**config.mk**
```make
export PLATFORM = sky130hd
export DESIGN_NAME = frm_ratio_det
export DESIGN_NICKNAME = d
export VERILOG_FILES = /design/src/rtl/frm_ratio_pkg.sv /design/src/rtl/frm_sync.sv /design/src/rtl/frm_ratio_dp.sv /design/src/rtl/frm_ratio_ctrl.sv /design/src/rtl/frm_ratio_det.sv
export SDC_FILE = /design/constraint.sdc
export NUM_CORES = 1
export LEC_CHECK = 0
export ABC_AREA = 1
export BUFFER_PORTS_ARGS = -buffer_cell sky130_fd_sc_hd__buf_2
export CELL_PAD_IN_SITES_DETAIL_PLACEMENT = 1
export CELL_PAD_IN_SITES_GLOBAL_PLACEMENT = 2
export CORE_ASPECT_RATIO = 0.9
export CORE_MARGIN = 2
export CORE_UTILIZATION = 33
export DETAILED_ROUTE_END_ITERATION = 8
export MAX_ROUTING_LAYER = met4
export PLACE_DENSITY = 0.8
export SLEW_MARGIN = 15
export SYNTH_ARGS = -nofsm -noshare
export SYNTH_HDL_FRONTEND = slang
export SYNTH_HIERARCHICAL = 1
export SYNTH_SLANG_ARGS = --single-unit
```
**constraint.sdc**
```tcl
create_clock -name clk -period 2.95 [get_ports clk]
set_clock_uncertainty 0.2 [all_clocks]
set_input_delay 0.295 -clock clk [delete_from_list [all_inputs] [get_ports clk]]
set_output_delay 0.295 -clock clk [all_outputs]
set_load 0.03 [all_outputs]
```
**src/rtl/frm_ratio_pkg.sv**
```systemverilog
package frm_ratio_pkg;

  localparam int NUM_RATIOS = 7;
  localparam int CODE_W     = 3;
  localparam int NUM_SRC    = 3;

  typedef enum logic [1:0] {
    SRC_PRI   = 2'd0,
    SRC_SEC   = 2'd1,
    SRC_SPDIF = 2'd2
  } srcSel_e;

  // strobes from control to datapath
  typedef struct packed {
    logic cntClear;
    logic cntRun;
  } dpCtrl_t;

  // nominal master-clock cycles per frame for each code, ascending
  function automatic int ratioOf(input int idx);
    case (idx)
      0:       return 128;
      1:       return 192;
      2:       return 256;
      3:       return 384;
      4:       return 512;
      5:       return 768;
      default: return 1152;
    endcase
  endfunction

endpackage

```
**src/rtl/frm_sync.sv**
```systemverilog
module frm_sync #(
  parameter int STAGES = 2
) (
  input  logic clk,
  input  logic rstN,
  input  logic asyncIn,
  output logic syncOut
);

  logic [STAGES-1:0] shiftQ;

  always_ff @(posedge clk) begin
    if (!rstN) shiftQ <= '0;
    else       shiftQ <= {shiftQ[STAGES-2:0], asyncIn};
  end

  assign syncOut = shiftQ[STAGES-1];

endmodule

```
**src/rtl/frm_ratio_dp.sv**
```systemverilog
module frm_ratio_dp
  import frm_ratio_pkg::*;
#(
  parameter int CNT_W       = 11,
  parameter int TOL         = 2,
  parameter int SYNC_STAGES = 2
) (
  input  logic               clk,
  input  logic               rstN,
  input  logic [NUM_SRC-1:0] frameIn,
  input  srcSel_e            srcSel,
  input  dpCtrl_t            ctl,
  output logic               frameRise,
  output logic               cntSat,
  output logic               classOk,
  output logic [CODE_W-1:0]  classCode
);

  localparam int LEN_W = CNT_W + 1;

  logic [NUM_SRC-1:0] frameSync;
  logic               selSync;
  logic               prevQ;
  logic [CNT_W-1:0]   cntQ;
  logic [LEN_W-1:0]   periodLen;
  logic [NUM_RATIOS-1:0] hit;

  // one synchroniser per candidate frame clock
  for (genvar s = 0; s < NUM_SRC; s++) begin : g_sync
    frm_sync #(.STAGES(SYNC_STAGES)) u_sync (
      .clk     (clk),
      .rstN    (rstN),
      .asyncIn (frameIn[s]),
      .syncOut (frameSync[s])
    );
  end

  always_comb begin
    case (srcSel)
      SRC_SEC:   selSync = frameSync[1];
      SRC_SPDIF: selSync = frameSync[2];
      default:   selSync = frameSync[0];
    endcase
  end

  always_ff @(posedge clk) begin
    if (!rstN) prevQ <= 1'b0;
    else       prevQ <= selSync;
  end

  assign frameRise = selSync & ~prevQ;

  // period counter, saturating
  assign cntSat = &cntQ;

  always_ff @(posedge clk) begin
    if (!rstN)                      cntQ <= '0;
    else if (ctl.cntClear)          cntQ <= '0;
    else if (ctl.cntRun && !cntSat) cntQ <= cntQ + CNT_W'(1);
  end

  assign periodLen = {1'b0, cntQ} + LEN_W'(1);

  // tolerance window compare against every supported ratio
  for (genvar i = 0; i < NUM_RATIOS; i++) begin : g_cls
    localparam int RATIO = ratioOf(i);
    assign hit[i] = (int'(periodLen) >= RATIO - TOL) &&
                    (int'(periodLen) <= RATIO + TOL);
  end

  always_comb begin
    classCode = '0;
    for (int i = NUM_RATIOS - 1; i >= 0; i--) begin
      if (hit[i]) classCode = CODE_W'(i);
    end
  end

  assign classOk = |hit;

  AST_CNT_HOLDS_AT_MAX: assert property (@(posedge clk) disable iff (!rstN)
    cntSat && !ctl.cntClear |=> cntSat);

  AST_RISE_SINGLE_CYCLE: assert property (@(posedge clk) disable iff (!rstN)
    frameRise |=> !frameRise);

endmodule

```
**src/rtl/frm_ratio_ctrl.sv**
```systemverilog
module frm_ratio_ctrl
  import frm_ratio_pkg::*;
#(
  parameter int SETTLE_CYC = 3
) (
  input  logic              clk,
  input  logic              rstN,
  input  logic [1:0]        routeSel,
  input  logic              rxToDacMode,
  input  logic              frameRise,
  input  logic              cntSat,
  input  logic              classOk,
  input  logic [CODE_W-1:0] classCode,
  output srcSel_e           srcSel,
  output dpCtrl_t           ctl,
  output logic [CODE_W-1:0] ratioCode,
  output logic              ratioValid,
  output logic              ratioErr
);

  localparam int SETTLE_W = $clog2(SETTLE_CYC + 1);
  localparam logic [SETTLE_W-1:0] SETTLE_INIT = SETTLE_W'(SETTLE_CYC);

  srcSel_e             srcQ;
  logic                selChanged;
  logic [SETTLE_W-1:0] settleQ;
  logic                edgeSeen;
  logic                armedQ;
  logic                haveLastQ;
  logic [CODE_W-1:0]   lastCodeQ;
  logic                validQ;
  logic                errQ;
  logic [CODE_W-1:0]   codeQ;

  // effective reference selection
  always_comb begin
    if (rxToDacMode) begin
      srcSel = SRC_PRI;
    end else begin
      case (routeSel)
        2'b01:   srcSel = SRC_SEC;
        2'b10:   srcSel = SRC_SPDIF;
        default: srcSel = SRC_PRI;
      endcase
    end
  end

  assign selChanged = (srcSel != srcQ);
  assign edgeSeen   = frameRise && (settleQ == '0) && !selChanged;

  assign ctl.cntClear = edgeSeen || selChanged;
  assign ctl.cntRun   = armedQ;

  always_ff @(posedge clk) begin
    if (!rstN) begin
      srcQ      <= SRC_PRI;
      settleQ   <= SETTLE_INIT;
      armedQ    <= 1'b0;
      haveLastQ <= 1'b0;
      lastCodeQ <= '0;
      validQ    <= 1'b0;
      errQ      <= 1'b0;
      codeQ     <= '0;
    end else begin
      srcQ <= srcSel;
      if (selChanged) begin
        settleQ   <= SETTLE_INIT;
        armedQ    <= 1'b0;
        haveLastQ <= 1'b0;
        validQ    <= 1'b0;
      end else begin
        if (settleQ != '0) settleQ <= settleQ - SETTLE_W'(1);
        if (edgeSeen) begin
          if (!armedQ) begin
            armedQ <= 1'b1;
          end else if (cntSat || !classOk) begin
            errQ      <= 1'b1;
            validQ    <= 1'b0;
            haveLastQ <= 1'b0;
          end else begin
            errQ      <= 1'b0;
            lastCodeQ <= classCode;
            haveLastQ <= 1'b1;
            if (haveLastQ && (classCode == lastCodeQ)) begin
              validQ <= 1'b1;
              codeQ  <= classCode;
            end else begin
              validQ <= 1'b0;
            end
          end
        end else if (armedQ && cntSat) begin
          errQ      <= 1'b1;
          validQ    <= 1'b0;
          haveLastQ <= 1'b0;
        end
      end
    end
  end

  assign ratioCode  = codeQ;
  assign ratioValid = validQ;
  assign ratioErr   = errQ;

  AST_VALID_EXCLUDES_ERR: assert property (@(posedge clk) disable iff (!rstN)
    !(validQ && errQ));

  AST_CODE_LEGAL: assert property (@(posedge clk) disable iff (!rstN)
    validQ |-> (codeQ < CODE_W'(NUM_RATIOS)));

  AST_CODE_MOVES_WITH_VALID: assert property (@(posedge clk) disable iff (!rstN)
    !$stable(codeQ) |-> $rose(validQ));

  AST_VALID_ON_EDGE: assert property (@(posedge clk) disable iff (!rstN)
    $rose(validQ) |-> $past(edgeSeen));

  AST_RESTART_DROPS_VALID: assert property (@(posedge clk) disable iff (!rstN)
    selChanged |=> !validQ);

  AST_SAT_RAISES_ERR: assert property (@(posedge clk) disable iff (!rstN)
    armedQ && cntSat && !selChanged |=> errQ);

endmodule

```
**src/rtl/frm_ratio_det.sv**
```systemverilog
module frm_ratio_det
  import frm_ratio_pkg::*;
#(
  parameter int CNT_W       = 11,
  parameter int TOL         = 2,
  parameter int SETTLE_CYC  = 3,
  parameter int SYNC_STAGES = 2
) (
  input  logic              clk,
  input  logic              rstN,
  input  logic              priFrame,
  input  logic              secFrame,
  input  logic              spdifFrame,
  input  logic [1:0]        routeSel,
  input  logic              rxToDacMode,
  output logic [CODE_W-1:0] ratioCode,
  output logic              ratioValid,
  output logic              ratioErr
);

  srcSel_e           srcSel;
  dpCtrl_t           ctl;
  logic              frameRise;
  logic              cntSat;
  logic              classOk;
  logic [CODE_W-1:0] classCode;

  frm_ratio_dp #(
    .CNT_W       (CNT_W),
    .TOL         (TOL),
    .SYNC_STAGES (SYNC_STAGES)
  ) u_dp (
    .clk       (clk),
    .rstN      (rstN),
    .frameIn   ({spdifFrame, secFrame, priFrame}),
    .srcSel    (srcSel),
    .ctl       (ctl),
    .frameRise (frameRise),
    .cntSat    (cntSat),
    .classOk   (classOk),
    .classCode (classCode)
  );

  frm_ratio_ctrl #(
    .SETTLE_CYC (SETTLE_CYC)
  ) u_ctrl (
    .clk         (clk),
    .rstN        (rstN),
    .routeSel    (routeSel),
    .rxToDacMode (rxToDacMode),
    .frameRise   (frameRise),
    .cntSat      (cntSat),
    .classOk     (classOk),
    .classCode   (classCode),
    .srcSel      (srcSel),
    .ctl         (ctl),
    .ratioCode   (ratioCode),
    .ratioValid  (ratioValid),
    .ratioErr    (ratioErr)
  );

endmodule

```
==> Flow_metrics.wiki, run 1 <==
{| class="wikitable"
! Metric !! Value
|-
| Buffers & Inverters on Critical Path || 1
|-
| Critical path data arrival time || 2.79 ns
|-
| Count of mapped cells out of synthesis || 373
|-
| Class of the worst hold path || in2reg
|-
| Sequential element share of the synthesized area || 0.2810
|-
| Global-route wire length before repair || 11,180 um
|-
| Pre-antenna DRT Iters || 4
|-
| Final worst-path cycle share || 0.9521
|-
| Synthesized area per cell || 6.112 um^2
|-
| Number of antenna violations at the first check in global routing || 0
|-
| Slew Limit Fails || 0
|-
| Start of the worst register-to-register path || u_dp/cntQ[1]
|-
| FF-to-FF End || u_ctrl/ratioCode[2]
|-
| Worst hold start || routeSel[0]
|-
| FILL cells || 873
|-
| Category of the most critical setup path || reg2reg
|-
| Largest net degree at the start of global routing || 12
|-
| Unrepaired setup endpoints after global routing || yes
|-
| Mapped cell area || 0.002280 mm^2
|-
| Worst hold path endpoint || u_ctrl/srcQ[0]
|-
| Max-capacitance violation count || 0
|-
| Worst slew margin relative to its limit || 0.7925
|-
| Worst R2R Path Depth || 22
|-
| Outcome || completed
|-
| Core outline area || 0.006621 mm^2
|-
| Pre-CTS worst setup slack || -0.1542 ns
|-
| Most common cell after layout, fill and taps aside || sky130_fd_sc_hd__nand2_1
|-
| Largest delay share family, worst path || simple AND/OR/NAND/NOR gates
|-
| Predominant post-synthesis flop cell || sky130_fd_sc_hd__dfxtp_1
|-
| Post-detailed-placement half-perimeter wirelength || 5141 um
|-
| Finish-stage setup viols || 0
|-
| Residual DRC || 0
|-
| Cell-by-cell listing of the critical path || ha_4 > nand2_4 > nor2_4 > nand2_1 > nand2_1 > nand2_2 > nor2_2 > nand2_1 > nand2_1 > nand2_1 > nand2_1 > nand2_1 > nand2_1 > nor2_2 > inv_2 > nor2_1 > nor2_1 > nand2_1 > nor2_4 > nand4_4 > o21bai_1 > nor2_1
|-
| Latest clock arrival within the worst-skew pair || 0.29 ns
|-
| Worst reg2reg setup slack || 0.14 ns
|-
| Cell with the biggest individual delay on the critical path || sky130_fd_sc_hd__dfxtp_4
|-
| Number of nets produced by synthesis || 386
|-
| DRT Wirelength || 6566 um
|-
| Starting density of the core || 0.3443
|-
| Clock slew at reported path FFs || 0.08 ns
|-
| Clock tree from TritonCTS || built
|-
| Total of flip-flops plus latches after synthesis || 32
|-
| Floorplan die area || 0.007590 mm^2
|-
| Total track usage || 0.1855
|-
| Crit path time final || 2.809 ns
|-
| Unique masters post-synth || 28
|-
| Floorplan die width || 91.61 um
|-
| Share of post-route cells with drive strength above 1 || 0.3350
|-
| Height of the die || 82.85 um
|-
| Cell count of the worst hold path || 3
|-
| Number of routed nets with antenna violations || 0
|-
| Row count || 28
|-
| Number of buffers inserted during clock tree synthesis || 5
|-
| Growth of design area from synthesis to finish || 33.97%
|-
| Detailed-route via count || 2,422
|-
| Leftover overflow at the end of global routing || 0
|-
| Placer congestion estimate || 0.8408
|-
| Maximum clock frequency || 356.0 MHz
|-
| Core utilization of the finished layout || 0.4613
|-
| Number of enable-type register cells in the synthesized netlist || 0
|-
| Wire length per cell || 13.08 um
|-
| H-tree lvl count || 2
|-
| Final Hold Vio Count || 0
|-
| Worst voltage drop across the vdd grid || 0.0002674 V
|-
| Final #Nets || 424
|-
| Final TNS setup || 0 ns
|-
| Critical path launch point type || flip-flop
|-
| Slowest Stage Delay on Critical Path || 0.38 ns
|-
| Proportion of synthesized flip-flops having asynchronous set or reset || 0
|-
| Top cell by count, worst path || sky130_fd_sc_hd__nand2_1
|-
| Count of port buffers added during placement || 12
|-
| Num ports || 13
|-
| Iter 0 DRT Violations || 68
|-
| Lkg Pwr || 1.409 nW
|-
| CTS max path bufs || 2
|-
| Antenna cells || 0
|-
| Detailed-route vias per instance || 4.825
|-
| Number of cells after detailed placement || 486
|-
| Number of sinks handled by clock tree synthesis || 32
|-
| Power per standard cell area || 311.5 mW/mm^2
|-
| Master cell of the clock root buffer || sky130_fd_sc_hd__clkbuf_8
|-
| Highest net fanout along the worst path || 6
|-
| Count of yosys warnings during synthesis || 6
|-
| Least setup slack across all paths after layout || 0.1413 ns
|-
| Vias in the first global route || 2,356
|-
| Pin slew with the least headroom to its limit || 0.3109 ns
|-
| Data required time at the worst endpoint || 2.94 ns
|-
| Post-layout instance count excluding filler cells || 502
|-
| Most used cells in the layout excluding fill and tap cells || sky130_fd_sc_hd__nand2_1, sky130_fd_sc_hd__inv_1, sky130_fd_sc_hd__nor2_1, sky130_fd_sc_hd__dfxtp_1, sky130_fd_sc_hd__nand3_1
|-
| Setup crit end kind || flip-flop
|}
through the flow:
| stage | area, um^2 | hold slack [ns] | power [mW] |
|---|---|---|---|
| 3_5_place_dp | 2542 | 0.2033 | 0.5235 |
| 2_1_floorplan | 2280 | 0.1885 | 0.4990 |
| 5_1_grt | 3054 | 0.1095 | 1.002 |
| 3_3_place_gp | 2542 | 0.1933 | 0.5208 |
| 6_report | 3054 | 0.1029 | 0.9515 |
| 4_1_cts | 2715 | 0.09484 | 0.9711 |
registers in the layout, summed over array words and instances (netlist names):
register,count
u_dp/g_sync.u_sync/shiftQ,6
u_dp/cntQ,11
u_ctrl/settleQ,2
u_ctrl/armedQ,1
u_ctrl/ratioErr,1
u_ctrl/haveLastQ,1
u_ctrl/lastCodeQ,3
u_ctrl/ratioCode,3
u_ctrl/srcQ,2
u_ctrl/ratioValid,1
u_dp/prevQ,1
where the power goes:
part | internal [mW] | leakage [nW] | switching (mW)
sequential | 0.438 | 0.263 | 0.00464
combinational | 0.0284 | 1.09 | 0.0445
clock | 0.250 | 0.0541 | 0.185
total | 0.717 | 1.41 | 0.235
cells in the mapped netlist, types with 2 or more instances:
cell type | number | area, um^2
sky130_fd_sc_hd__nand3b_1 | 3 | 22.52
sky130_fd_sc_hd__nand3_1 | 37 | 185.2
sky130_fd_sc_hd__clkbuf_1 | 2 | 7.510
sky130_fd_sc_hd__nor2_4 | 5 | 56.30
sky130_fd_sc_hd__a21oi_1 | 19 | 95.09
sky130_fd_sc_hd__o21bai_1 | 3 | 22.52
sky130_fd_sc_hd__inv_1 | 59 | 221.5
sky130_fd_sc_hd__nand3_2 | 5 | 50.05
sky130_fd_sc_hd__nand2_1 | 104 | 390.4
sky130_fd_sc_hd__o211ai_1 | 3 | 22.52
sky130_fd_sc_hd__o21ai_1 | 3 | 15.01
sky130_fd_sc_hd__nor2_1 | 44 | 165.2
sky130_fd_sc_hd__ha_1 | 5 | 62.56
sky130_fd_sc_hd__nand4_1 | 5 | 31.28
sky130_fd_sc_hd__nand2_2 | 12 | 75.07
sky130_fd_sc_hd__inv_2 | 4 | 15.01
sky130_fd_sc_hd__o21ai_0 | 12 | 60.06
sky130_fd_sc_hd__nor2_2 | 6 | 37.54
sky130_fd_sc_hd__o21ai_2 | 2 | 17.52
sky130_fd_sc_hd__dfxtp_1 | 32 | 640.6
cells by family (layout without fill, tap and decap cells):
family	Yosys count	after routing	share of synthesized area
compound gates	45	45	0.1136
xor+xnor	1	1	0.003843
fa+ha+maj	5	5	0.02744
buf+inv	67	106	0.1120
flops	32	32	0.2810
simple gates	223	223	0.4621
worst min-delay path: cells and delay by family:
kind,cells,cell delay (ns)
buf+inv,1,0.12
simple gates,2,0.13
worst max-delay path by stage:
stage                            start                  end  slack (ns)  cells after the start
final                     u_dp/cntQ[1]  u_ctrl/ratioCode[2]        0.14                     22
after global routing      u_dp/cntQ[1]  u_ctrl/ratioCode[2]       -0.11                     21
after CTS                 u_dp/cntQ[3]  u_ctrl/ratioCode[1]        0.01                     17
after detailed placement  u_dp/cntQ[1]  u_ctrl/ratioCode[1]       -0.15                     20
after global placement    u_dp/cntQ[1]  u_ctrl/ratioCode[2]      -0.007                     20
after floorplan           u_dp/cntQ[0]  u_ctrl/ratioCode[1]        0.27                     20
routing by layer:
metal  vias to the layer above  global-route usage  wire (um)  share of wire
li1                       1246                   -          -              -
met1                      1143              0.2666       3426           0.52
met2                        26              0.2727       2887           0.44
met3                         7             0.02722        187          0.028
met4                         0             0.04683         64         0.0097
met5                         -                   -          0              0
timing repair:
| action | 4_1_cts | 5_1_grt |
|---|---|---|
| hold buffers | 3 | 0 |
| buffers inserted | 0 | 5 |
| endpoints found under the hold margin | 3 | 0 |
| pin swaps | 1 | 29 |
| gates resized for setup | 8 | 84 |
| setup endpoints to repair | 4 | 9 |
cell type report:
type	count	area, um^2	share of cell area
Clock buffer	5	68.82	0.02253
Clock inverter	3	42.54	0.01393
Inverter	64	242.7	0.07948
Multi-Input combinational cell	274	1689	0.5531
Sequential cell	32	654.4	0.2143
Tap cell	90	112.6	0.03687
Timing Repair Buffer	34	244.0	0.07989
Note: power is estimated with default switching activity, not from simulation.
==> inputs of run 2 (changes only) <==
--- a/config.mk
+++ b/config.mk
@@ -11,10 +11,11 @@
 export CELL_PAD_IN_SITES_GLOBAL_PLACEMENT = 2
 export CORE_ASPECT_RATIO = 0.9
 export CORE_MARGIN = 2
-export CORE_UTILIZATION = 33
+export CORE_UTILIZATION = 34
+export CTS_BUF_LIST = sky130_fd_sc_hd__clkbuf_2 sky130_fd_sc_hd__clkbuf_4 sky130_fd_sc_hd__clkbuf_8
 export DETAILED_ROUTE_END_ITERATION = 8
 export MAX_ROUTING_LAYER = met4
-export PLACE_DENSITY = 0.8
+export PLACE_DENSITY = 0.82
 export SLEW_MARGIN = 15
 export SYNTH_ARGS = -nofsm -noshare
 export SYNTH_HDL_FRONTEND = slang
==> Flow_metrics.wiki, run 2 (same netlist as run 1, synthesis figures left out) <==
{| class="wikitable"
! Metric !! Value
|-
| Crit path time final || 2.838 ns (+0.02953 ns)
|-
| Detailed-route via count || 2,373 (-2.0%)
|-
| DRT Wirelength || 6692 um (+1.9%)
|-
| Placed inst area || 0.002527 mm^2 (-0.59%)
|-
| Highest net fanout along the worst path || 6 (unchanged)
|-
| Power per standard cell area || 324.3 mW/mm^2 (+4.1%)
|-
| Floorplan die width || 90.32 um (-1.4%)
|-
| Setup crit end kind || flip-flop
|-
| Slew Limit Fails || 0 (unchanged)
|-
| Minimum hold slack || 0.1003 ns (-0.002594 ns)
|-
| Core outline area || 0.006516 mm^2 (-1.6%)
|-
| Number of antenna violations at the first check in global routing || 0 (unchanged)
|-
| Number of sinks handled by clock tree synthesis || 32 (unchanged)
|-
| Number of buffers inserted during clock tree synthesis || 5 (unchanged)
|-
| Vias in the first global route || 2,275 (-3.4%)
|-
| Height of the die || 81.68 um (-1.4%)
|-
| Worst R2R Path Depth || 20 (-9.1%)
|-
| Critical path data arrival time || 2.82 ns (+0.03 ns)
|-
| Global-route wire length before repair || 10,750 um (-3.8%)
|-
| Final Hold Vio Count || 0 (unchanged)
|-
| Count of port buffers added during placement || 12 (unchanged)
|-
| Total track usage || 0.1889 (+0.003471)
|-
| Flip-flop count of the largest register, all copies and words added || 11 (unchanged)
|-
| Outcome || completed
|-
| Max-capacitance violation count || 0 (unchanged)
|-
| Master cell of the clock root buffer || sky130_fd_sc_hd__clkbuf_8
|-
| Residual DRC || 0 (unchanged)
|-
| Final instance area || 0.002940 mm^2 (-3.7%)
|-
| Growth of design area from synthesis to finish || 28.98%
|-
| Starting density of the core || 0.3498 (+0.005553)
|-
| Share of post-route cells with drive strength above 1 || 0.2847 (-0.05028)
|-
| Pin slew with the least headroom to its limit || 0.3930 ns (+0.08209 ns)
|-
| Number of cells after detailed placement || 484 (-0.41%)
|-
| Row count || 28 (unchanged)
|-
| Unrepaired setup endpoints after global routing || yes
|-
| Num ports || 13 (unchanged)
|-
| CTS max path bufs || 2 (unchanged)
|-
| FF-to-FF End || u_ctrl/ratioCode[1]
|-
| Lkg Pwr || 1.384 nW (-1.7%)
|-
| Least setup slack across all paths after layout || 0.1118 ns (-0.02953 ns)
|-
| Final worst-path cycle share || 0.9621 (+0.01001)
|-
| Post-layout instance count excluding filler cells || 501 (-0.20%)
|-
| Number of routed nets with antenna violations || 0 (unchanged)
|-
| FILL cells || 877 (+0.46%)
|-
| Launching element of the worst setup path || u_dp/cntQ[1]
|-
| Class of the worst hold path || in2reg
|-
| Iter 0 DRT Violations || 104 (+53%)
|-
| Category of the most critical setup path || reg2reg
|-
| Finish-stage setup viols || 0 (unchanged)
|-
| Worst voltage drop across the vdd grid || 0.0001813 V (-32%)
|-
| Data required time at the worst endpoint || 2.93 ns (about the same)
|-
| Top reg by flops || u_dp/cntQ
|-
| Core utilization of the finished layout || 0.4512 (-0.01003)
|-
| Wire length per cell || 13.36 um (+2.1%)
|-
| Antenna cells || 0 (unchanged)
|-
| Latest clock arrival within the worst-skew pair || 0.29 ns (about the same)
|-
| Floorplan die area || 0.007377 mm^2 (-2.8%)
|-
| Largest net degree at the start of global routing || 12 (unchanged)
|-
| Critical path launch point type || flip-flop
|-
| Clock tree from TritonCTS || built
|-
| Pre-CTS worst setup slack || -0.05432 ns (+0.09992 ns)
|-
| Worst hold path endpoint || u_ctrl/srcQ[0]
|-
| Cell count of the worst hold path || 3 (unchanged)
|-
| Post-layout total power || 0.9536 mW (+0.22%)
|-
| Worst slew margin relative to its limit || 0.7374 (-0.05513)
|-
| Most used cells in the layout excluding fill and tap cells || sky130_fd_sc_hd__nand2_1, sky130_fd_sc_hd__inv_1, sky130_fd_sc_hd__nand3_1, sky130_fd_sc_hd__nor2_1, sky130_fd_sc_hd__dfxtp_1
|-
| Detailed-route vias per instance || 4.737 (-1.8%)
|-
| Maximum clock frequency || 352.3 MHz (-1.0%)
|-
| H-tree lvl count || 2 (unchanged)
|-
| Start of the worst register-to-register path || u_dp/cntQ[1]
|-
| Final #Nets || 423 (-0.24%)
|-
| Final TNS setup || 0 ns (unchanged)
|-
| Leftover overflow at the end of global routing || 0 (unchanged)
|-
| Pre-antenna DRT Iters || 4 (unchanged)
|-
| Worst hold start || routeSel[0]
|-
| Registers with the most flip-flops || u_dp/cntQ: 11 flops, u_dp/g_sync.u_sync/shiftQ: 6 flops
|-
| Placer congestion estimate || 0.8797 (+4.6%)
|-
| Most common cell after layout, fill and taps aside || sky130_fd_sc_hd__nand2_1
|-
| Post-detailed-placement half-perimeter wirelength || 5184 um (+0.85%)
|-
| Clock slew at reported path FFs || 0.08 ns (about the same)
|-
| Worst reg2reg setup slack || 0.11 ns (-0.03 ns)
|}
run 2: cell count changes in the layout (fill, tap and decap cells not counted), moves of 3 or more:
cell	previous run	this run
sky130_fd_sc_hd__nand3_1	26	30
sky130_fd_sc_hd__nand2_4	9	4
sky130_fd_sc_hd__inv_2	8	5
sky130_fd_sc_hd__nor2_1	27	30
sky130_fd_sc_hd__nand3_2	12	9
sky130_fd_sc_hd__inv_1	54	57
sky130_fd_sc_hd__nand2_1	86	93
run 2: layout make-up:
cell class,count,area (um^2),share of cell area
multi-input cells,274,1587,0.5396
flip-flops and latches,32,650.6,0.2213
inverters,64,242.7,0.08255
repair buffers,33,236.5,0.08043
well taps,90,112.6,0.03830
clock buffers,5,68.82,0.02340
clock inverters,3,42.54,0.01447
run 2: routing by layer:
metal  up-vias  part of all wire  GRT usage
met3         2             0.023    0.03028
met4         0            0.0034    0.03846
met2        15              0.45     0.2865
met5         -                 0          -
li1       1249                 -          -
met1      1107              0.53     0.2676
run 2: worst max-delay path by stage:
stage / to / slack (ns)
5_1_grt: u_ctrl/ratioCode[1] / -0.11
3_5_place_dp: u_ctrl/ratioCode[1] / -0.05
6_report: u_ctrl/ratioCode[1] / 0.11
2_1_floorplan: u_ctrl/ratioCode[1] / 0.27
3_3_place_gp: u_ctrl/ratioCode[1] / 0.05
4_1_cts: u_ctrl/ratioCode[1] / 0.003
run 2: where the power goes:
part | internal [mW] | total [mW] | leakage (nW) | switching (mW)
combinational | 0.0278 | 0.0722 | 1.07 | 0.0444
clock | 0.250 | 0.438 | 0.0541 | 0.187
sequential | 0.439 | 0.444 | 0.262 | 0.00454
total | 0.717 | 0.954 | 1.38 | 0.236
run 2: worst max-delay path: stages, from the launching register on:
cell	delay (ns)
sky130_fd_sc_hd__dfxtp_2	0.38
sky130_fd_sc_hd__ha_4	0.19
sky130_fd_sc_hd__nand3_4	0.09
sky130_fd_sc_hd__nor2_4	0.18
sky130_fd_sc_hd__buf_4	0.13
sky130_fd_sc_hd__nand3_1	0.07
sky130_fd_sc_hd__nand2_2	0.11
sky130_fd_sc_hd__nor2_4	0.05
sky130_fd_sc_hd__buf_4	0.13
sky130_fd_sc_hd__nand3_1	0.07
sky130_fd_sc_hd__nand2_1	0.06
sky130_fd_sc_hd__o21ai_2	0.14
sky130_fd_sc_hd__nand2_1	0.08
sky130_fd_sc_hd__nor2_2	0.14
sky130_fd_sc_hd__inv_2	0.06
sky130_fd_sc_hd__nand2_1	0.08
sky130_fd_sc_hd__nand3_2	0.09
sky130_fd_sc_hd__nor2_4	0.12
sky130_fd_sc_hd__nand4_4	0.14
sky130_fd_sc_hd__o21bai_1	0.17
sky130_fd_sc_hd__nor2_1	0.06
run 2: repair_timing:
item / 4_1_cts / 5_1_grt
hold buffers: 3 / 0
hold endpoints to repair: 3 / 0
buffers inserted: 0 / 6
resized for setup: 2 / 60
endpoints found under the setup margin: 3 / 9
pin swaps: 1 / 18
==> inputs of run 3 (changes only) <==
--- a/config.mk
+++ b/config.mk
@@ -15,7 +15,7 @@
 export CTS_BUF_LIST = sky130_fd_sc_hd__clkbuf_2 sky130_fd_sc_hd__clkbuf_4 sky130_fd_sc_hd__clkbuf_8
 export DETAILED_ROUTE_END_ITERATION = 8
 export MAX_ROUTING_LAYER = met4
-export PLACE_DENSITY = 0.82
+export PLACE_DENSITY_LB_ADDON = 0.1
 export SLEW_MARGIN = 15
 export SYNTH_ARGS = -nofsm -noshare
 export SYNTH_HDL_FRONTEND = slang
==> Flow_metrics.wiki, run 3 (same netlist as run 1, synthesis figures left out) <==
{| class="wikitable"
! Metric !! Value
|-
| Worst reg2reg setup slack || 0.16 ns (+0.05 ns)
|-
| DRT Wirelength || 7004 um (+4.7%)
|-
| Number of antenna violations at the first check in global routing || 0 (unchanged)
|-
| Growth of design area from synthesis to finish || 35.02%
|-
| Critical path launch point type || flip-flop
|-
| Leftover overflow at the end of global routing || 0 (unchanged)
|-
| Starting density of the core || 0.3498 (unchanged)
|-
| FF-to-FF End || u_ctrl/ratioCode[2]
|-
| Latest clock arrival within the worst-skew pair || 0.28 ns (about the same)
|-
| Registers with the most flip-flops || u_dp/cntQ: 11 flops, u_dp/g_sync.u_sync/shiftQ: 6 flops
|-
| Cell count of the worst hold path || 3 (unchanged)
|-
| Worst hold start || routeSel[0]
|-
| H-tree lvl count || 2 (unchanged)
|-
| Most used cells in the layout excluding fill and tap cells || sky130_fd_sc_hd__nand2_1, sky130_fd_sc_hd__inv_1, sky130_fd_sc_hd__nor2_1
|-
| Share of post-route cells with drive strength above 1 || 0.3286 (+0.04390)
|-
| Final TNS setup || 0 ns (unchanged)
|-
| Floorplan die width || 90.32 um (unchanged)
|-
| Final #Nets || 432 (+2.1%)
|-
| Floorplan die area || 0.007377 mm^2 (unchanged)
|-
| CTS max path bufs || 2 (unchanged)
|-
| Core outline area || 0.006516 mm^2 (unchanged)
|-
| Critical path data arrival time || 2.77 ns (-0.05 ns)
|-
| Finish-stage setup viols || 0 (unchanged)
|-
| Flip-flop count of the largest register, all copies and words added || 11 (unchanged)
|-
| Lkg Pwr || 1.435 nW (+3.7%)
|-
| Worst R2R Path Depth || 18 (-10%)
|-
| Detailed-route vias per instance || 4.865 (+2.7%)
|-
| Highest net fanout along the worst path || 6 (unchanged)
|-
| Largest net degree at the start of global routing || 12 (unchanged)
|-
| Total track usage || 0.1899 (+0.0009889)
|-
| Unrepaired setup endpoints after global routing || yes
|-
| Height of the die || 81.68 um (unchanged)
|-
| Count of port buffers added during placement || 12 (unchanged)
|-
| Master cell of the clock root buffer || sky130_fd_sc_hd__clkbuf_8
|-
| Setup crit end kind || flip-flop
|-
| Post-detailed-placement half-perimeter wirelength || 5231 um (+0.91%)
|-
| Global-route wire length before repair || 10,840 um (+0.83%)
|-
| Worst hold path endpoint || u_ctrl/srcQ[0]
|-
| Number of routed nets with antenna violations || 0 (unchanged)
|-
| Crit path time final || 2.790 ns (-0.04789 ns)
|-
| Data required time at the worst endpoint || 2.93 ns (about the same)
|-
| Vias in the first global route || 2,344 (+3.0%)
|-
| Cell with the biggest individual delay on the critical path || sky130_fd_sc_hd__dfxtp_2
|-
| Maximum clock frequency || 358.4 MHz (+1.7%)
|-
| Clock tree from TritonCTS || built
|-
| Final worst-path cycle share || 0.9459 (-0.01623)
|-
| Top reg by flops || u_dp/cntQ
|-
| Clock slew at reported path FFs || 0.08 ns (about the same)
|-
| Wire length per cell || 13.73 um (+2.8%)
|-
| Antenna cells || 0 (unchanged)
|-
| Pre-antenna DRT Iters || 4 (unchanged)
|-
| Num ports || 13 (unchanged)
|-
| Worst voltage drop across the vdd grid || 0.0002295 V (+27%)
|-
| Top cell by count, worst path || sky130_fd_sc_hd__nand2_1
|-
| Detailed-route via count || 2,481 (+4.6%)
|-
| Worst slew margin relative to its limit || 0.7964 (+0.05899)
|-
| Class of the worst hold path || in2reg
|-
| Power per standard cell area || 307.7 mW/mm^2 (-5.1%)
|-
| Post-layout total power || 0.9471 mW (-0.69%)
|-
| Outcome || completed
|-
| Residual DRC || 0 (unchanged)
|-
| Category of the most critical setup path || reg2reg
|-
| Slew Limit Fails || 0 (unchanged)
|-
| Number of sinks handled by clock tree synthesis || 32 (unchanged)
|-
| Final Hold Vio Count || 0 (unchanged)
|-
| Pin slew with the least headroom to its limit || 0.3051 ns (-0.08787 ns)
|-
| Row count || 28 (unchanged)
|-
| Most common cell after layout, fill and taps aside || sky130_fd_sc_hd__nand2_1
|-
| Max-capacitance violation count || 0 (unchanged)
|-
| Cell-by-cell listing of the critical path || ha_4 > nand2_2 > nor2_4 > nand2_2 > nand2_4 > inv_4 > nor2_4 > nand4_1 > a21boi_1 > nand2_1 > nand2_1 > nor2_1 > nand2_1 > nor3b_4 > buf_6 > nand4_4 > o21bai_1 > nor2_1
|-
| Placer congestion estimate || 0.9090 (+3.3%)
|-
| Slowest Stage Delay on Critical Path || 0.37 ns (about the same)
|-
| Start of the worst register-to-register path || u_dp/cntQ[1]
|-
| Number of buffers inserted during clock tree synthesis || 5 (unchanged)
|-
| Iter 0 DRT Violations || 99 (-4.8%)
|}
[run 3: worst max path at each step]
stage,to,depth (start not counted),slack (ns),from
after floorplan,u_ctrl/ratioCode[1],20,0.27,u_dp/cntQ[0]
after global placement,u_ctrl/ratioCode[1],20,-0.008,u_dp/cntQ[1]
after detailed placement,u_ctrl/ratioCode[2],20,-0.08,u_dp/cntQ[0]
after CTS,u_ctrl/ratioCode[2],17,0.01,u_dp/cntQ[2]
after global routing,u_ctrl/ratioCode[2],18,-0.06,u_dp/cntQ[0]
final,u_ctrl/ratioCode[2],18,0.16,u_dp/cntQ[1]
[run 3: metal layers]
metal,global-route usage,wire (um),vias to the layer above
met5,-,0,-
met4,0.03231,23,0
met3,0.03028,252,2
met2,0.3008,3255,31
met1,0.2618,3473,1179
li1,-,-,1269
[run 3: cell type report]
cell class / instances / area [um^2]
Multi-Input combinational cell: 275 / 1659
Sequential cell: 32 / 651.9
Clock inverter: 3 / 42.54
Fill cell: 906 / 3438
Inverter: 64 / 242.7
Timing Repair Buffer: 41 / 300.3
Tap cell: 90 / 112.6
Clock buffer: 5 / 68.82
[run 3: where the power goes]
group          total (mW)  switching [mW]  internal (mW)
registers           0.444         0.00476          0.439
clock network       0.429           0.179          0.250
logic              0.0738          0.0454         0.0284
[run 3: worst max-delay path: cells and delay by family (launching register included)]
kind	cells	cell delay, ns
fa+ha+maj	1	0.17
simple gates	13	1.42
buf+inv	2	0.21
compound gates	2	0.33
flops	1	0.37
[run 3: stage by stage]
step                worst slack (ns)  hold slack [ns]  area (um^2)  utilization  std cells
global placement           -0.007640           0.1922         2550       0.3913        487
CTS                          0.01179           0.1033         2706       0.4153        498
global route                -0.06080           0.1034         3078       0.4724        510
floorplan                     0.2706           0.1885         2280            -        373
detailed placement          -0.07704           0.2106         2550       0.3913        487
finish                        0.1597           0.1072         3078       0.4724        510
[run 3: repair_timing]
| item | 4_1_cts | 5_1_grt |
|---|---|---|
| endpoints found under the setup margin | 5 | 9 |
| gates resized for setup | 4 | 78 |
| hold endpoints to repair | 3 | 0 |
| gates cloned | 0 | 1 |
| setup buffers | 0 | 11 |
| pin swaps | 1 | 34 |
| hold buffers | 3 | 0 |
